## src/rtl/wprot_pkg.sv

```systemverilog
package wprot_pkg;
    localparam int STAT_W    = 8;
    localparam int STAT_BUSY = 0;
    localparam int STAT_WEL  = 1;
    localparam int STAT_BPL  = 2;
    localparam int STAT_BPH  = 3;

    typedef logic [1:0] bp_code_t;

    localparam bp_code_t BP_OPEN    = 2'b00;
    localparam bp_code_t BP_QUARTER = 2'b01;
    localparam bp_code_t BP_HALF    = 2'b10;
    localparam bp_code_t BP_ALL     = 2'b11;
endpackage

```

## src/rtl/wprot_enable_latch.sv

```systemverilog
module wprot_enable_latch (
    input  logic clk,
    input  logic rst_n,
    input  logic wp_n_i,
    input  logic busy_i,
    input  logic set_i,
    input  logic clr_i,
    input  logic commit_i,
    input  logic done_i,
    output logic wel_o
);
    typedef struct packed {
        logic wel;
    } latch_t;

    latch_t st_d, st_q;

    always_comb begin
        st_d = st_q;
        if (!wp_n_i) begin
            st_d.wel = 1'b0;
        end else if (done_i) begin
            st_d.wel = 1'b0;
        end else if (!busy_i) begin
            if (clr_i || commit_i) begin
                st_d.wel = 1'b0;
            end else if (set_i) begin
                st_d.wel = 1'b1;
            end
        end
    end

    always_ff @(posedge clk or negedge rst_n) begin
        if (!rst_n) begin
            st_q <= '0;
        end else begin
            st_q <= st_d;
        end
    end

    assign wel_o = st_q.wel;

    p_wp_clears_r5: assert property (@(posedge clk) disable iff (!rst_n)
        !wp_n_i |=> !wel_o);

    p_wren_sets_r3: assert property (@(posedge clk) disable iff (!rst_n)
        (wp_n_i && !busy_i && !done_i && !clr_i && !commit_i && set_i) |=> wel_o);

    p_busy_hold_r11: assert property (@(posedge clk) disable iff (!rst_n)
        (busy_i && wp_n_i && !done_i) |=> $stable(wel_o));

    p_done_clears_r8: assert property (@(posedge clk) disable iff (!rst_n)
        done_i |=> !wel_o);
endmodule

```

## src/rtl/wprot_bp_store.sv

```systemverilog
module wprot_bp_store
    import wprot_pkg::*;
#(
    parameter bp_code_t RESET_CODE = BP_QUARTER
) (
    input  logic     clk,
    input  logic     rst_n,
    input  logic     commit_i,
    input  bp_code_t code_i,
    output bp_code_t code_o
);
    typedef struct packed {
        bp_code_t code;
    } store_t;

    store_t st_d, st_q;

    always_comb begin
        st_d = st_q;
        if (commit_i) begin
            st_d.code = code_i;
        end
    end

    always_ff @(posedge clk or negedge rst_n) begin
        if (!rst_n) begin
            st_q.code <= RESET_CODE;
        end else begin
            st_q <= st_d;
        end
    end

    assign code_o = st_q.code;
endmodule

```

## src/rtl/wprot_region_map.sv

```systemverilog
module wprot_region_map
    import wprot_pkg::*;
#(
    parameter int ADDR_W = 8
) (
    input  bp_code_t          code_i,
    input  logic [ADDR_W-1:0] addr_i,
    output logic              locked_o
);
    localparam int TOP = ADDR_W - 1;

    logic in_half, in_quarter;

    generate
        if (ADDR_W >= 2) begin : g_wide
            assign in_half    = addr_i[TOP];
            assign in_quarter = addr_i[TOP] & addr_i[TOP-1];
        end else begin : g_narrow
            assign in_half    = addr_i[TOP];
            assign in_quarter = addr_i[TOP];
        end
    endgenerate

    always_comb begin
        unique case (code_i)
            BP_OPEN:    locked_o = 1'b0;
            BP_QUARTER: locked_o = in_quarter;
            BP_HALF:    locked_o = in_half;
            default:    locked_o = 1'b1;
        endcase
    end
endmodule

```

## src/rtl/wprot_unit.sv

```systemverilog
module wprot_unit
    import wprot_pkg::*;
#(
    parameter int       ADDR_W   = 8,
    parameter bp_code_t BP_RESET = BP_QUARTER
) (
    input  logic              clk,
    input  logic              rst_n,
    input  logic              wp_n_i,
    input  logic              busy_i,
    input  logic              wren_i,
    input  logic              wrdi_i,
    input  logic              wrsr_i,
    input  logic [7:0]        wrsr_data_i,
    input  logic              wr_done_i,
    input  logic [ADDR_W-1:0] addr_i,
    output logic [7:0]        status_o,
    output logic              addr_wr_ok_o,
    output logic              sr_wr_ok_o
);
    localparam int SPARE_W = STAT_W - 4;

    logic     wel;
    logic     locked;
    logic     sr_ok;
    logic     commit;
    bp_code_t bp_code;
    bp_code_t bp_next;
    logic     unused_data;

    assign sr_ok       = wel & wp_n_i & ~busy_i;
    assign commit      = wrsr_i & sr_ok;
    assign bp_next     = {wrsr_data_i[STAT_BPH], wrsr_data_i[STAT_BPL]};
    assign unused_data = ^{wrsr_data_i[7:4], wrsr_data_i[1:0]};

    wprot_enable_latch u_latch (
        .clk      (clk),
        .rst_n    (rst_n),
        .wp_n_i   (wp_n_i),
        .busy_i   (busy_i),
        .set_i    (wren_i),
        .clr_i    (wrdi_i),
        .commit_i (commit),
        .done_i   (wr_done_i),
        .wel_o    (wel)
    );

    wprot_bp_store #(.RESET_CODE(BP_RESET)) u_bp (
        .clk      (clk),
        .rst_n    (rst_n),
        .commit_i (commit),
        .code_i   (bp_next),
        .code_o   (bp_code)
    );

    wprot_region_map #(.ADDR_W(ADDR_W)) u_map (
        .code_i   (bp_code),
        .addr_i   (addr_i),
        .locked_o (locked)
    );

    always_comb begin
        status_o            = '0;
        status_o[STAT_BUSY] = busy_i;
        status_o[STAT_WEL]  = wel;
        status_o[STAT_BPL]  = bp_code[0];
        status_o[STAT_BPH]  = bp_code[1];
        status_o[STAT_W-1 -: SPARE_W] = '0;
    end

    assign sr_wr_ok_o   = sr_ok;
    assign addr_wr_ok_o = sr_ok & ~locked;

    p_bp_change_needs_wel_r6: assert property (@(posedge clk) disable iff (!rst_n)
        (bp_code != $past(bp_code)) |-> $past(wel));

    p_refused_keeps_bp_r7: assert property (@(posedge clk) disable iff (!rst_n)
        (wrsr_i && (!wel || !wp_n_i)) |=> $stable(bp_code));

    p_all_locked_r9: assert property (@(posedge clk) disable iff (!rst_n)
        (bp_code == BP_ALL) |-> !addr_wr_ok_o);

    p_busy_blocks_r10: assert property (@(posedge clk) disable iff (!rst_n)
        busy_i |-> (!sr_wr_ok_o && !addr_wr_ok_o));
endmodule

```

## config.mk

```make
export PLATFORM = sky130hd
export DESIGN_NAME = wprot_unit
export DESIGN_NICKNAME = d
export VERILOG_FILES = /design/src/rtl/wprot_pkg.sv /design/src/rtl/wprot_enable_latch.sv /design/src/rtl/wprot_bp_store.sv /design/src/rtl/wprot_region_map.sv /design/src/rtl/wprot_unit.sv
export SDC_FILE = /design/constraint.sdc
export NUM_CORES = 1
export LEC_CHECK = 0
export BUFFER_PORTS_ARGS = -buffer_cell sky130_fd_sc_hd__buf_2
export CORE_AREA = 8 8 45 47
export CTS_BUF_LIST = sky130_fd_sc_hd__clkbuf_4
export CTS_CLUSTER_SIZE = 28
export DETAILED_ROUTE_END_ITERATION = 10
export DIE_AREA = 0 0 53 55
export GPL_ROUTABILITY_DRIVEN = 1
export GPL_TIMING_DRIVEN = 0
export HOLD_SLACK_MARGIN = 0.15
export REMOVE_ABC_BUFFERS = 1
export SYNTH_ARGS = -nofsm -noshare
export SYNTH_HDL_FRONTEND = slang
export SYNTH_SLANG_ARGS = --single-unit
```

## constraint.sdc

```tcl
create_clock -name clk -period 1.74 [get_ports clk]
set_clock_uncertainty 0.15 [all_clocks]
set_input_delay 0.348 -clock clk [delete_from_list [all_inputs] [get_ports clk]]
set_output_delay 0.348 -clock clk [all_outputs]
set_load 0.02 [all_outputs]
```

# --- Word-level counts from Yosys, hierarchy flattened ---
# Index checks and enable logic that the tools add are counted.
totals:
  reg_bits: 3
  out_inout_bits: 10
  elab_cells: 22
  inputBits: 24
op_classes:
  muxes: 6
  n_reduce_logical: 3
  bitwise: 7
  n_eq_ne: 4
op_table:
  columns: ["operator", "count"]
  rows:
  - ["AND 1 bit", 5]
  - ["2-to-1 mux 1 bit", 5]
  - ["!= test 4 x 1 -> 1 bit (second input constant)", 1]
  - ["!= test 3 x 2 -> 1 bit (second input constant)", 1]
  - ["one-hot mux 1 bit (3 select lines)", 1]
  - ["== test 2 x 1 -> 1 bit (second input constant)", 1]
  - ["== test 2 bit (second input constant)", 1]
  - ["logical NOT 2 bit", 1]
  - ["NOT 1 bit", 2]
  - ["AND reduction 2 bit", 1]
  - ["logical OR 1 bit", 1]

# --- Depth between registers and ports, before layout ---
# Gate-level depths: netlist (run 1).
logic_depth:
  ltp_word: 8
  mapped_depth: 3
  mapped_depth_nobuf: 3

# --- Cells and area by module ---
# A second synthesis (run 1) with hierarchy kept.
unflattened:
  hier_cells: 22
  area_unflattened_um2: 222.7
by_module_without_submodules:
  columns: ["mod", "cells_per_inst", "n_inst", "area_per_inst_um2", "seq_area_each_um2"]
  rows:
  - ["wprot_unit", 10, 1, 82.6, 0.0]
  - ["wprot_bp_store", 4, 1, 73.8, 51.3]
  - ["wprot_enable_latch", 5, 1, 52.6, 25.0]
  - ["wprot_region_map", 3, 1, 13.8, 0.0]

# --- Least setup slack after synthesis (run 1) ---
# OpenSTA, ideal clock, no wires.
synth_path:
  path_kind: "in2out"
  startpoint: "in busy_i"
  endpoint: "out addr_wr_ok_o"
  required_time_ns: 1.242
  setup_slack_ns: 0.178
  path_buffers: 0
  t_arrival_ns: 1.064
  stages: 3
  cell_sequence: "and3b_2 > nand2_1 > a21oi_1"
synth_between:
  elab_chain_cells: 3
synth_rtl:
  columns: ["element", "line", "text"]
  rows:
  - ["start, declared", "wprot_unit.sv:10", "input logic busy_i,"]
  - ["NOT 1 bit", "wprot_unit.sv:31", "assign sr_ok = wel & wp_n_i & ~busy_i;"]
  - ["AND 1 bit", "wprot_unit.sv:31", null]
  - ["AND 1 bit", "wprot_unit.sv:72", "assign addr_wr_ok_o = sr_ok & ~locked;"]
  - ["end, declared", "wprot_unit.sv:18", "output logic addr_wr_ok_o,"]
# Every way passes these cells.

# --- Worst setup path after layout (run 1) ---
layout_path:
  startpoint: "reg u_latch.st_q, in the netlist u_latch.wel_o"
  endpoint: "out addr_wr_ok_o"
layout_between:
  elab_chain_cells: 3
layout_rtl:
  columns: ["element", "line", "text"]
  rows:
  - ["start, declared", "wprot_enable_latch.sv:16", "latch_t st_d, st_q;"]
  - ["start signal, assigned", "wprot_enable_latch.sv:37", "st_q <= st_d;"]
  - ["AND 1 bit (2 in series)", "wprot_unit.sv:31", null]
  - ["AND 1 bit", "wprot_unit.sv:72", null]
# Every way passes these cells.

==> results of run 1 <==
==> per-layer routing <==
layer,wire (um),up-vias,part of all wire,GRT usage
li1,-,104,-,-
met1,188,89,0.31,0.0336
met2,291,13,0.48,0.0684
met3,124,0,0.21,0.0321
met4,0,0,0,0.0517
met5,0,-,0,0
==> logic make-up after synthesis <==
kind of cell,after synthesis
mux,2
buf+inv,8
simple gates,5
flops,3
other cells,1
compound gates,4
==> layout make-up <==
class,count,area [um^2]
Inverter,2,7.51
Timing Repair Buffer,18,95.1
Tap cell,16,20.0
Sequential cell,3,76.3
Multi-Input combinational cell,15,104
Clock buffer,4,30.0
Fill cell,169,1050
==> layout by cell type, fill, tap and decap left out <==
cell type / Yosys / routed
a21oi_1: 2 / 2
dlygate4sd3_1: 0 / 1
dfstp_2: 1 / 1
a21o_1: 1 / 1
buf_2: 0 / 17
nand2_1: 2 / 2
conb_1: 1 / 4
clkbuf_4: 0 / 4
mux2_4: 2 / 2
a211oi_1: 1 / 1
nand2_2: 1 / 1
inv_1: 2 / 2
and3b_2: 2 / 2
dfrtp_1: 2 / 2
==> per-stage QoR <==
| step | worst slack [ns] | cell area, um^2 | hold WS (ns) | std cells | power (mW) |
|---|---|---|---|---|---|
| detailed placement | 0.185 | 293 | -0.00464 | 53 | 0.144 |
| CTS | 0.0906 | 333 | 0.191 | 58 | 0.289 |
| finish | 0.119 | 333 | 0.199 | 58 | 0.281 |
| global placement | 0.204 | 293 | -0.00400 | 53 | 0.144 |
| global route | 0.0194 | 333 | 0.194 | 58 | 0.303 |
| floorplan | 0.0831 | 188 | -0.0976 | 20 | 0.118 |
==> where the power goes <==
part	switching [mW]	internal, mW
logic	0.0322	0.0284
registers	0.00508	0.0792
clock network	0.0345	0.101
==> sequential cells by signal, summed over array words and instances, names as in the netlist <==
signal	flops
u_bp.code_o	2
u_latch.wel_o	1
==> final timing paths <==
| kind | start | endpoint | slack, ns |
|---|---|---|---|
| worst max register to register | u_latch.wel_o$_DFFE_PN0P_ | u_bp.code_o[1]$_DFFE_PN0P_ | 0.47 |
| worst min-delay path | wrsr_data_i[2] | u_bp.code_o[0]$_DFFE_PN1P_ | 0.20 |
| worst max-delay path | u_latch.wel_o$_DFFE_PN0P_ | addr_wr_ok_o | 0.12 |
| worst min register to register | u_bp.code_o[1]$_DFFE_PN0P_ | u_bp.code_o[1]$_DFFE_PN0P_ | 0.40 |
| max in group asynchronous | rst_n | u_bp.code_o[0]$_DFFE_PN1P_ | 0.95 |
| min in group asynchronous | rst_n | u_bp.code_o[1]$_DFFE_PN0P_ | 0.29 |
==> critical path: stages, from the launching register on <==
cell     delay (ns)
dfrtp_1        0.35
and3b_2        0.21
nand2_1        0.05
a21oi_1        0.10
buf_2          0.18
==> results.yml, run 1 <==
synthesis:
  synth_mux_area_frac: 0.136
  synth-seq-area-share: 0.345
  syn_avg_cell_area_um2: 9.63
  synth_edf_count: 0
  synth_area_leaders: "dfrtp_1 (23%), buf_4 (20%), mux2_4 (14%)"
  synth_cell_types: 12
  yosys.area.top_type: "dfrtp_1"
  async_flop_share: 1.00
  synth_fa_ha_area_frac: 0
  syn_inst: 23
  ys_warn_count: 0
  synth_top_family_by_area: "buffers and inverters"
  yosysMostFrequentCell: "buf_4"
  netlist_area_um2: 221
  yosys.area_share.simple: 0.153
  synth_ff_type: "dfrtp_1"
  synth_top_area_frac: 0.226
  synth_xor_area_frac: 0
  ys_ff_latch: 3
  synth_compound_area_frac: 0.113
global_routing:
  overflow: 0
  antenna_found_initial: 0
  grt_max_degree: 5
  grt_pass1_wl_um: 855
  grt_pass1_vias: 214
  grt_usage: 0.0443
floorplan:
  die_w_um: 53
  fp.dieH_um: 55
  ios: 34
  die_area_um2: 2920
  core_area_um2: 1380
  start_util: 0.160
  rows: 14
route:
  ant_nets: 0
  first_iter_violations: 0
  drcViolationCount: 0
  dr.pass1.iters: 1
  routed_wirelength_um: 603
  viasPerCell: 3.55
  wl_per_cell_um: 10.4
  via_count: 206
placed_design:
  portBuffers: 17
  routabilityCongestion: 0.717
sta:
  setup_viol: 0
  period_share: 0.932
  clock.fmax_ghz: 0.617
  finalMaxSlewViolations: 0
  fin_crit_ns: 1.62
  hold_viol: 0
  rsz0062_at_grt: "no"
  fin_setup_tns_ns: 0
power_and_ir_drop:
  peakVddDrop_mv: 0.171
  p_per_area_nw_per_um2: 843
  power.leakage_nw: 0.206
hold_path:
  holdPathStages: 2
  hold_path.class: "primary input to flop"
finish:
  n_antenna_cell: 0
  drive_above_1_share: 0.643
  nets: 67
  fin_util: 0.241
  area.growth.synth_to_final_pct: 50.3
clocking:
  cts_made_buffers: 3
  cts_num_sinks: 3
  clk-insertion-delay-late_ns: 0.23
  post_cts_resized: 0
  ctsHoldBuffers: 1
  htreeDepth: 1
  cts_setup_buffers: 0
  cts_tree: "yes"
  cts-root-buf: "clkbuf_4"
  ctsLongestPathBuffers: 2
  path_clk_slew_ns: 0.04
worst_setup_path:
  crit_arrival_ns: 1.12
  worstPathMaxFanout: 3
  start_kind: "flop"
  critPathCaptureType: "output port"
  reg2reg_depth: 3
  required_ns: 1.24
  critPathKind: "flop to output port"
status:
  outcome: "finished clean"
flow_run:
  maxCapViolCount: 0
No activity file was read; power rests on OpenSTA's default activity.
==> inputs of run 2 (changes only) <==
--- a/config.mk
+++ b/config.mk
@@ -6,14 +6,15 @@
 export NUM_CORES = 1
 export LEC_CHECK = 0
 export BUFFER_PORTS_ARGS = -buffer_cell sky130_fd_sc_hd__buf_2
-export CORE_AREA = 8 8 45 47
+export CORE_AREA = 2 2 39 41
 export CTS_BUF_LIST = sky130_fd_sc_hd__clkbuf_4
 export CTS_CLUSTER_SIZE = 28
 export DETAILED_ROUTE_END_ITERATION = 10
-export DIE_AREA = 0 0 53 55
+export DIE_AREA = 0 0 41 43
 export GPL_ROUTABILITY_DRIVEN = 1
 export GPL_TIMING_DRIVEN = 0
 export HOLD_SLACK_MARGIN = 0.15
+export RECOVER_POWER = 50
 export REMOVE_ABC_BUFFERS = 1
 export SYNTH_ARGS = -nofsm -noshare
 export SYNTH_HDL_FRONTEND = slang
==> run 2 against run 1 <==
Sequential power is 0.6% higher; non-clock buffer count stayed put; largest power group unchanged; combinational power is 3% lower; via count is 1.5% higher; first-iteration DRC count stayed put; critical path depth stayed put; fmax is 0.75% higher.
==> results.yml, run 2 (synthesis results as in run 1) <==
status:
  outcome: "finished clean"
flow_run:
  maxCapViolCount: 0
power_and_ir_drop:
  swShare: 0.260
  seq_power_share: 0.301
  power_uw: 281
  intPower_uw: 208
  clkPwrFrac: 0.490
  p_per_area_nw_per_um2: 862
  combPwrFrac: 0.209
  p_sw_uw: 73.2
  power.leakage_nw: 0.201
  peakVddDrop_mv: 0.180
clocking:
  clk-insertion-delay-late_ns: 0.23
  cts_setup_buffers: 0
  cts_num_sinks: 3
  cts_made_buffers: 3
  cts-root-buf: "clkbuf_4"
  ctsLongestPathBuffers: 2
  post_cts_resized: 0
  ctsHoldBuffers: 1
  cts_tree: "yes"
  htreeDepth: 1
  path_clk_slew_ns: 0.03
finish:
  final_common_cell: "buf_2"
  largest_reg_flops: 2
  drive_above_1_share: 0.548
  fin_util: 0.236
  nets: 67
  multi_input_area_um2: 100
  regArea_um2: 76.3
  design_area_um2: 327
  finalNonFillerCells: 58
  area.growth.synth_to_final_pct: 47.5
  fillers: 168
  n_antenna_cell: 0
  layout_common_cells: "buf_2 (15), conb_1 (4), clkbuf_4 (4)"
sta:
  clock.fmax_ghz: 0.621
  period_share: 0.925
  hold_ws_ns: 0.201
  fin_setup_tns_ns: 0
  setup_viol: 0
  hold_viol: 0
  finalMaxSlewViolations: 0
  fin_crit_ns: 1.61
  rsz0062_at_grt: "no"
  layout_setup_ws_ns: 0.131
global_routing:
  grt_max_degree: 5
  overflow: 0
  met2_usage: 0.0906
  grt_pass1_wl_um: 600
  grt_use_met1: 0.0322
  grt.met3_usage: 0.0628
  top_usage_layer: "met2"
  antenna_found_initial: 0
  grt_pass1_vias: 185
  grt_usage: 0.0633
route:
  dr.pass1.iters: 1
  via_count: 209
  drcViolationCount: 0
  routed_wirelength_um: 456
  viasPerCell: 3.60
  first_iter_violations: 0
  wl_per_cell_um: 7.86
  ant_nets: 0
floorplan:
  start_util: 0.160
  rows: 14
  ios: 34
  die_area_um2: 1760
  core_area_um2: 1380
  fp.dieH_um: 43
  die_w_um: 41
worst_setup_path:
  critPathCaptureType: "output port"
  crit_arrival_ns: 1.11
  critPathKind: "flop to output port"
  start_kind: "flop"
  worstPathMaxFanout: 3
  required_ns: 1.24
placed_design:
  hpwlAfterDp_um: 402
  routabilityCongestion: 0.536
  placed_area_um2: 293
  placedCellCount: 53
  pre_cts_slack_ns: 0.210
  portBuffers: 17
hold_path:
  hold_path.class: "primary input to flop"
[run 2: cell types whose count changed in the layout (fill, tap and decap cells not counted), sizes merged]
cell | previous run | this run
buf | 17 | 15
clkbuf | 4 | 6
[run 2: power groups by stage]
stage	clock (mW)	combinational (mW)	sequential, mW
after floorplan	0	0.0243	0.0938
after global routing	0.151	0.0651	0.0865
final	0.138	0.0587	0.0848
after detailed placement	0	0.0586	0.0857
after global placement	0	0.0581	0.0853
after CTS	0.144	0.0606	0.0849
[run 2: final timing paths]
check	cells after the start	slack, ns	start	endpoint
worst min register to register	1	0.41	u_bp.code_o[1]$_DFFE_PN0P_	u_bp.code_o[1]$_DFFE_PN0P_
worst max register to register	3	0.44	u_latch.wel_o$_DFFE_PN0P_	u_bp.code_o[1]$_DFFE_PN0P_
worst min-delay path	2	0.20	wrsr_data_i[2]	u_bp.code_o[0]$_DFFE_PN1P_
max in group asynchronous	2	0.91	rst_n	u_bp.code_o[0]$_DFFE_PN1P_
min in group asynchronous	2	0.30	rst_n	u_bp.code_o[1]$_DFFE_PN0P_
worst max-delay path	4	0.13	u_latch.wel_o$_DFFE_PN0P_	addr_wr_ok_o
[run 2: layout make-up]
cell class,count,area share
Inverter,2,0.0230
Clock buffer,4,0.0920
Multi-Input combinational cell,15,0.307
Sequential cell,3,0.234
Tap cell,16,0.0613
Timing Repair Buffer,18,0.284
[run 2: worst max-delay path, stage by stage, from the launching register on]
cell and delay [ns]:
dfrtp_1 0.35, and3b_1 0.20, nand2_1 0.06, a21oi_1 0.10, buf_2 0.17
[run 2: metal layers]
| layer | vias up | share of wire |
|---|---|---|
| li1 | 103 | - |
| met5 | - | 0 |
| met1 | 89 | 0.33 |
| met2 | 14 | 0.47 |
| met4 | 0 | 0.048 |
| met3 | 3 | 0.16 |
==> inputs of run 3 (changes only) <==
--- a/config.mk
+++ b/config.mk
@@ -14,6 +14,7 @@
 export GPL_ROUTABILITY_DRIVEN = 1
 export GPL_TIMING_DRIVEN = 0
 export HOLD_SLACK_MARGIN = 0.15
+export PLACE_DENSITY_LB_ADDON = 0.12
 export RECOVER_POWER = 50
 export REMOVE_ABC_BUFFERS = 1
 export SYNTH_ARGS = -nofsm -noshare
==> run 3 against run 2 <==
Die area did not move; worst setup slack got worse by 0.014 ns; utilization rose by 0.090 points; via count fell by 3.8%; clock power barely moved; cell count did not move; register-to-register slack got worse by 0.04 ns; count of clock-buffer cells in the layout did not move; non-clock buffer count did not move; largest power group unchanged.
==> results.yml, run 3 (synthesis results as in run 1) <==
status:
  outcome: "finished clean"
sta:
  setup_viol: 0
  clock.fmax_ghz: 0.616
  rsz0062_at_grt: "no"
  fin_crit_ns: 1.62
  fin_setup_tns_ns: 0
  hold_viol: 0
  finalMaxSlewViolations: 0
  period_share: 0.933
  hold_ws_ns: 0.197
  layout_setup_ws_ns: 0.116
worst_setup_path:
  worstPathMaxFanout: 3
  reg2reg_slack_ns: 0.40
  critPathCaptureType: "output port"
  critPathKind: "flop to output port"
  crit_arrival_ns: 1.13
  start_kind: "flop"
  required_ns: 1.24
route:
  ant_nets: 0
  wl_met2_um: 217
  wl_per_cell_um: 8.78
  drcViolationCount: 0
  via_count: 201
  highest_layer: "met3"
  drt-met1-wl_um: 221
  first_iter_violations: 7
  routed_wirelength_um: 509
  dr.pass1.iters: 3
  viasPerCell: 3.47
  wl_met3_um: 70
power_and_ir_drop:
  peakVddDrop_mv: 0.227
  power_uw: 286
  power.leakage_nw: 0.200
  p_per_area_nw_per_um2: 872
flow_run:
  maxCapViolCount: 0
clocking:
  post_cts_resized: 0
  path_clk_slew_ns: 0.04
  cts_setup_buffers: 0
  cts_made_buffers: 3
  ctsLongestPathBuffers: 2
  cts-root-buf: "clkbuf_4"
  clk-insertion-delay-late_ns: 0.23
  ctsHoldBuffers: 1
  cts_tree: "yes"
  htreeDepth: 1
  cts_num_sinks: 3
finish:
  fin_util: 0.237
  largest_reg_flops: 2
  fillers: 168
  design_area_um2: 328
  nets: 67
  drive_above_1_share: 0.571
  layout_common_cells: "buf_2 (15), conb_1 (4), clkbuf_4 (4)"
  finalNonFillerCells: 58
  n_antenna_cell: 0
  area.growth.synth_to_final_pct: 48.0
  final_common_cell: "buf_2"
global_routing:
  grt_usage: 0.0704
  grt_max_degree: 5
  overflow: 0
  antenna_found_initial: 0
  grt_pass1_vias: 170
  grt_pass1_wl_um: 717
floorplan:
  die_area_um2: 1760
  core_area_um2: 1380
  fp.dieH_um: 43
  die_w_um: 41
  rows: 14
  start_util: 0.160
  ios: 34
placed_design:
  routabilityCongestion: 0.620
  pre_cts_slack_ns: 0.192
  portBuffers: 17
  placed_area_um2: 293
  placedCellCount: 53
hold_path:
  hold_path.class: "primary input to flop"
==> run 3: cell counts in the layout (fill, tap and decap cells not counted) <==
No cell type changed its count.
==> run 3: final cells by class <==
| type | count | area [um^2] | share of cell area |
|---|---|---|---|
| Multi-Input combinational cell | 15 | 101 | 0.309 |
| Timing Repair Buffer | 18 | 92.6 | 0.282 |
| Sequential cell | 3 | 76.3 | 0.233 |
| Clock buffer | 4 | 30.0 | 0.0916 |
| Tap cell | 16 | 20.0 | 0.0611 |
| Inverter | 2 | 7.51 | 0.0229 |
==> run 3: worst max-delay path, stage by stage, from the launching register on <==
cell and delay (ns):
dfrtp_1 0.36, and3b_2 0.21, nand2_1 0.05, a21oi_1 0.10, buf_2 0.17
==> run 3: final timing paths <==
path,cells after the start,to,from
max,4,addr_wr_ok_o,u_latch.wel_o$_DFFE_PN0P_
max in group asynchronous,2,u_bp.code_o[0]$_DFFE_PN1P_,rst_n
min,2,u_bp.code_o[0]$_DFFE_PN1P_,wrsr_data_i[2]
max reg2reg,3,u_bp.code_o[1]$_DFFE_PN0P_,u_latch.wel_o$_DFFE_PN0P_
min in group asynchronous,2,u_latch.wel_o$_DFFE_PN0P_,rst_n
min reg2reg,1,u_bp.code_o[1]$_DFFE_PN0P_,u_bp.code_o[1]$_DFFE_PN0P_
==> run 3: metal layers <==
metal,vias to the layer above,GRT usage
li1,102,-
met1,87,0.0777
met2,12,0.0688
met3,0,0.0785
met4,0,0.0600
met5,-,0
==> run 3: power by group <==
| group | internal (mW) | switching [mW] | total [mW] |
|---|---|---|---|
| registers | 0.0792 | 0.00612 | 0.0853 |
| clock network | 0.102 | 0.0394 | 0.141 |
| logic | 0.0276 | 0.0317 | 0.0592 |
